## config.mk

```make
export PLATFORM = sky130hd
export DESIGN_NAME = frac_baud_gen
export DESIGN_NICKNAME = d
export VERILOG_FILES = /design/src/rtl/fbg_pkg.sv /design/src/rtl/fbg_prescaler.sv /design/src/rtl/fbg_divider.sv /design/src/rtl/fbg_bitcnt.sv /design/src/rtl/frac_baud_gen.sv
export SDC_FILE = /design/constraint.sdc
export NUM_CORES = 1
export LEC_CHECK = 0
export BUFFER_PORTS_ARGS = -buffer_cell sky130_fd_sc_hd__buf_2
export CORE_MARGIN = 5
export CORE_UTILIZATION = 60
export DETAILED_ROUTE_END_ITERATION = 7
export GPL_ROUTABILITY_DRIVEN = 0
export GPL_TIMING_DRIVEN = 1
export PLACE_DENSITY = 0.8
export SYNTH_ARGS = -nofsm -noshare
export SYNTH_HDL_FRONTEND = slang
export SYNTH_SLANG_ARGS = --single-unit
```

## constraint.sdc

```tcl
create_clock -name clk -period 3.35 [get_ports clk]
set_input_delay 0.5025 -clock clk [delete_from_list [all_inputs] [get_ports clk]]
set_output_delay 0.5025 -clock clk [all_outputs]
set_load 0.01 [all_outputs]
```

## src/rtl/fbg_pkg.sv

```systemverilog
package fbg_pkg;
  localparam int BYTE_W = 8;
  localparam int DIV_W  = 2 * BYTE_W;

  typedef struct packed {
    logic [DIV_W-1:0] int_part;
    logic [3:0]       frac_part;
    logic             pre_sel;
    logic             mode_8x;
  } fbg_cfg_t;
endpackage

```

## src/rtl/fbg_prescaler.sv

```systemverilog
module fbg_prescaler #(
  parameter int RATIO = 4
) (
  input  logic clk,
  input  logic rst,
  input  logic reload,
  input  logic sel,
  output logic en
);
  localparam int CW = (RATIO > 2) ? $clog2(RATIO) : 1;
  localparam logic [CW-1:0] LAST = CW'(RATIO - 1);

  logic [CW-1:0] cnt_q;
  logic          en_q;

  always_ff @(posedge clk) begin
    if (rst || reload) begin
      cnt_q <= '0;
      en_q  <= 1'b0;
    end else begin
      cnt_q <= (cnt_q == LAST) ? '0 : cnt_q + 1'b1;
      en_q  <= sel ? (cnt_q == LAST) : 1'b1;
    end
  end

  assign en = en_q;

  // in divide-by-RATIO mode an enable is never followed by another at once
  a_r4_pre_gap: assert property (@(posedge clk) disable iff (rst)
    (sel && $stable(sel) && en_q) |=> !en_q);
endmodule

```

## src/rtl/fbg_divider.sv

```systemverilog
module fbg_divider #(
  parameter int INT_W  = 16,
  parameter int FRAC_W = 4
) (
  input  logic              clk,
  input  logic              rst,
  input  logic              reload,
  input  logic              en,
  input  logic [INT_W-1:0]  n,
  input  logic [FRAC_W-1:0] f,
  output logic              tick
);
  logic [INT_W-1:0]  cnt_q;
  logic [FRAC_W-1:0] acc_q;
  logic              ext_q;
  logic              tick_q;

  logic [INT_W:0]    period;
  logic [INT_W:0]    cnt_next;
  logic [FRAC_W:0]   acc_sum;
  logic              hit;
  logic              active;

  always_comb begin
    period   = {1'b0, n} + {{INT_W{1'b0}}, ext_q};
    cnt_next = {1'b0, cnt_q} + 1'b1;
    hit      = (cnt_next == period);
    acc_sum  = {1'b0, acc_q} + {1'b0, f};
    active   = (n != '0);
  end

  always_ff @(posedge clk) begin
    if (rst || reload) begin
      cnt_q  <= '0;
      acc_q  <= '0;
      ext_q  <= 1'b0;
      tick_q <= 1'b0;
    end else begin
      tick_q <= 1'b0;
      if (en && active) begin
        if (hit) begin
          cnt_q  <= '0;
          acc_q  <= acc_sum[FRAC_W-1:0];
          ext_q  <= acc_sum[FRAC_W];
          tick_q <= 1'b1;
        end else begin
          cnt_q <= cnt_next[INT_W-1:0];
        end
      end
    end
  end

  assign tick = tick_q;

  // every tick is the result of a prescaled enable
  a_r1_tick_needs_en: assert property (@(posedge clk) disable iff (rst)
    tick_q |-> $past(en));

  // a zero integer part keeps the tick low
  a_r7_zero_quiet: assert property (@(posedge clk) disable iff (rst)
    (n == '0) |=> !tick_q);

  // the count never runs past the longest allowed period
  a_r2_cnt_bound: assert property (@(posedge clk) disable iff (rst)
    ($stable(n) && n != '0) |-> (cnt_q <= n));
endmodule

```

## src/rtl/fbg_bitcnt.sv

```systemverilog
module fbg_bitcnt #(
  parameter int OVS_HI = 16,
  parameter int OVS_LO = 8
) (
  input  logic clk,
  input  logic rst,
  input  logic reload,
  input  logic mode_lo,
  input  logic samp,
  output logic bit_tick
);
  localparam int CW = $clog2(OVS_HI);
  localparam logic [CW-1:0] LAST_HI = CW'(OVS_HI - 1);
  localparam logic [CW-1:0] LAST_LO = CW'(OVS_LO - 1);

  logic [CW-1:0] cnt_q;
  logic          bit_q;
  logic [CW-1:0] last;

  assign last = mode_lo ? LAST_LO : LAST_HI;

  always_ff @(posedge clk) begin
    if (rst || reload) begin
      cnt_q <= '0;
      bit_q <= 1'b0;
    end else begin
      bit_q <= 1'b0;
      if (samp) begin
        if (cnt_q == last) begin
          cnt_q <= '0;
          bit_q <= 1'b1;
        end else begin
          cnt_q <= cnt_q + 1'b1;
        end
      end
    end
  end

  assign bit_tick = bit_q;

  // a bit tick always follows a sample tick by one cycle
  a_r5_bit_after_samp: assert property (@(posedge clk) disable iff (rst)
    bit_q |-> $past(samp));

  // the group count stays inside the selected group length
  a_r6_group_range: assert property (@(posedge clk) disable iff (rst)
    $stable(mode_lo) |-> (cnt_q <= last));
endmodule

```

## src/rtl/frac_baud_gen.sv

```systemverilog
module frac_baud_gen #(
  parameter int FRAC_W  = 4,
  parameter int PRE_DIV = 4,
  parameter int OVS_HI  = 16,
  parameter int OVS_LO  = 8
) (
  input  logic              clk,
  input  logic              rst,
  input  logic [7:0]        div_hi,
  input  logic [7:0]        div_lo,
  input  logic [FRAC_W-1:0] div_frac,
  input  logic              pre_sel,
  input  logic              mode_8x,
  output logic              samp_tick,
  output logic              bit_tick
);
  import fbg_pkg::*;

  fbg_cfg_t cfg_now;
  fbg_cfg_t cfg_q;
  logic     reload;
  logic     pre_en;
  logic     samp;

  always_comb begin
    cfg_now.int_part  = {div_hi, div_lo};
    cfg_now.frac_part = 4'(div_frac);
    cfg_now.pre_sel   = pre_sel;
    cfg_now.mode_8x   = mode_8x;
  end

  always_ff @(posedge clk) begin
    if (rst) cfg_q <= '0;
    else     cfg_q <= cfg_now;
  end

  assign reload = (cfg_now != cfg_q);

  fbg_prescaler #(.RATIO(PRE_DIV)) u_pre (
    .clk(clk), .rst(rst), .reload(reload), .sel(pre_sel), .en(pre_en)
  );

  fbg_divider #(.INT_W(DIV_W), .FRAC_W(FRAC_W)) u_div (
    .clk(clk), .rst(rst), .reload(reload), .en(pre_en),
    .n(cfg_now.int_part), .f(div_frac), .tick(samp)
  );

  fbg_bitcnt #(.OVS_HI(OVS_HI), .OVS_LO(OVS_LO)) u_bit (
    .clk(clk), .rst(rst), .reload(reload), .mode_lo(mode_8x),
    .samp(samp), .bit_tick(bit_tick)
  );

  assign samp_tick = samp;

  // a restart leaves both outputs low on the following cycle
  a_r8_reload_quiet: assert property (@(posedge clk) disable iff (rst)
    reload |=> (!samp_tick && !bit_tick));

  // outputs are low in the cycle after reset is applied
  a_r9_reset_low: assert property (@(posedge clk)
    rst |=> (!samp_tick && !bit_tick));
endmodule

```

==> run metrics <==
most frequent cell after synthesis=xnor2_1; routed wire length=6300 microns; Synth Flop Type=dfxtp_1; I/O Pins=26; Final Max Tran Viols=0; total grt overflow=0; Yosys cell types=41; FP Rows=25; Cell Chain, Critical Path=ha_1, and3_1, nand2_1, or4_1, a2111oi_2, nand4_4, nand2b_2, nor2_1; # Post-CTS Setup Buffers=0; hpwl dp=4740 microns; Die H=81.0 microns; DRT antenna net count=0; Worst setup EP type=flop; Initial Util=0.628; CTS buffer count=5; R2R depth=8; critical path class=flop to flop; DRC viols=0; Slew @ Worst Pin=0.548 ns; # setup viols final=0; Syn Nets=373; area share of the largest cell type after synthesis=0.344; Arr. time, crit path=3.17 ns; Worst setup endpoint=u_div.cnt_q[4]$_SDFFE_PP0P_; Worst R2R Setup Slack=0.37 ns; Worst IR Drop VDD=0.201 mV; Setup WS pre-CTS=0.0735 ns; DRT Pass-1 Iters=4; Slew Limit Headroom=0.631; post-layout net count=392; per-cell routed wire length=14.8 microns; clk buf depth=2; final worst setup slack=0.375 ns; asr flop ratio synth=0; Leak=1.15 nW; syn avg cell area=8.94 sq um; Power Dens Cells=364 mW/mm^2; initial antenna violation count=0; unrepaired setup endpoints after global routing=no; Post-Synthesis Cells=338; cell-internal power=0.911 mW; first-pass GRT wire length=10,500 microns; worst hold path type=input port to flop; Via-to-Cell Ratio=5.58; Mapped Area=0.00302 sq mm; # hold bufs at CTS=0; final cell count without fillers=425; Seq pwr share=0.533; initial DRC count=212; DIE WIDTH=81.0 microns; CP peak stage delay=0.57 ns; WP data required=3.54 ns; FF-to-FF End=u_div.cnt_q[4]$_SDFFE_PP0P_; sw frac=0.239; flops & latches, synth=52; CP startpoint=u_div.cnt_q[1]$_SDFFE_PP0P_; final hold vios=0; crit start category=flop; Vias=2,372; run status=finished, final reports clean; Crit-path slowest cell=a2111oi_2; WP depth=8; full die area=0.00656 sq mm; root buf cell=clkbuf_8; Clock Latency Late Sink=0.31 ns; Core Util, Final=0.682; sequential share of the synthesized area=0.344; delay-heaviest family, CP=simple AND/OR/NAND/NOR gates; Synth area leader=dfxtp_1; fill count=423; WP buf/inv=0; largest net degree at the start of global routing=24; Logic pwr share=0.099; Clock Power Share=0.368; post-CTS resize count=0; synthesis-to-layout area growth=8.65%; Placed Cells=417; clock sink total=52; clock transition at the registers of the reported paths=0.09 ns; total core area=0.00482 sq mm; diode count=0; H-tree levels=2; I/O Buffers=25; Synth area leaders=dfxtp_1 34%, xnor2_1 15%, xor2_1 7.8%; most instantiated cells after synthesis=53 x xnor2_1, 52 x dfxtp_1, 33 x nor2_1, 27 x xor2_1, 25 x nor2b_1; CTS tree=built; switching power=0.286 mW; Yosys warnings=0; fmax=336 MHz; crit path time final=2.98 ns; proportion of layout cells with a drive suffix above 1=0.128; reg2reg start=u_div.cnt_q[1]$_SDFFE_PP0P_; Post-synth EDFFs=0; clock skew=0.0109 ns; period utilization=0.888; gr usage total=0.207; max cap viols=0; vias in the first global route=2,276; final setup TNS=0 ns; crit-path max FO=16
[power by group through the flow]
| stage | sequential, mW | combinational, mW | clock, mW |
|---|---|---|---|
| CTS | 0.638 | 0.118 | 0.450 |
| global route | 0.640 | 0.131 | 0.477 |
| global placement | 0.652 | 0.114 | 0 |
| floorplan | 0.651 | 0.0796 | 0 |
| finish | 0.638 | 0.119 | 0.440 |
| detailed placement | 0.652 | 0.117 | 0 |
[area by class of cell]
type	count	area, sq um	area share
Tap cell	67	83.8	0.0255
Clock buffer	6	72.6	0.0221
Timing Repair Buffer	31	170	0.0518
Sequential cell	52	1040	0.317
Multi-Input combinational cell	261	1860	0.565
Inverter	6	22.5	0.00686
Clock inverter	2	38.8	0.0118
[kinds of logic (layout without fill, tap and decap cells)]
logic type / after synthesis / in the layout / share of synthesized area
and+or+nand+nor: 148 / 148 / 0.277
AOI/OAI and AO/OA: 16 / 16 / 0.0368
muxes: 6 / 6 / 0.0199
buffers and inverters: 25 / 45 / 0.0418
adders and majority gates: 11 / 11 / 0.0480
xor gates and xnor gates: 80 / 80 / 0.232
DFF: 52 / 52 / 0.344
[through the flow]
| step | total power [mW] | instance area, sq um | hold slack (ns) |
|---|---|---|---|
| after floorplan | 0.731 | 3020 | 0.408 |
| after CTS | 1.21 | 3280 | 0.385 |
| after global placement | 0.765 | 3170 | 0.417 |
| final | 1.20 | 3280 | 0.396 |
| after global routing | 1.25 | 3280 | 0.383 |
| after detailed placement | 0.769 | 3170 | 0.437 |
[metal layers]
layer  wire length [microns]  track usage  up-vias
met4                      91       0.0676        0
met3                     347       0.0355        8
met5                       0            0        -
li1                        -            -     1186
met1                    2970        0.279     1109
met2                    2890        0.335       69
[cells in the final DEF (no fill, tap or decap), drive strengths merged, types with 6 or more instances in the layout]
cell type  Yosys  layout
nor2          35      35
nor2b         25      25
nand4         17      17
xor2          27      27
nor3           8       8
nand3         14      14
xnor2         53      53
ha            10      10
clkbuf         8       6
inv            6       7
nor4          18      18
dfxtp         52      52
buf           11      31
mux2i          6       6
nand2         17      17
[registers in the layout, summed over array words and instances (netlist names)]
name / cells
u_pre.en: 1
cfg_q: 22
u_div.tick: 1
u_div.cnt_q: 16
u_div.acc_q: 4
u_pre.cnt_q: 2
u_bit.cnt_q: 4
u_bit.bit_tick: 1
u_div.ext_q: 1
[how the worst min path moves through the flow]
stage	from	endpoint	slack (ns)	cells after the start
floorplan	u_pre.cnt_q[0]$_SDFF_PP0_	u_pre.cnt_q[0]$_SDFF_PP0_	0.41	1
detailed placement	u_pre.cnt_q[0]$_SDFF_PP0_	u_pre.cnt_q[0]$_SDFF_PP0_	0.44	1
global route	pre_sel	u_pre.en$_SDFF_PP0_	0.38	2
CTS	pre_sel	u_pre.en$_SDFF_PP0_	0.39	2
finish	pre_sel	u_pre.en$_SDFF_PP0_	0.40	2
global placement	u_pre.cnt_q[0]$_SDFF_PP0_	u_pre.cnt_q[0]$_SDFF_PP0_	0.42	1
No activity file was read; power rests on OpenSTA's default activity.
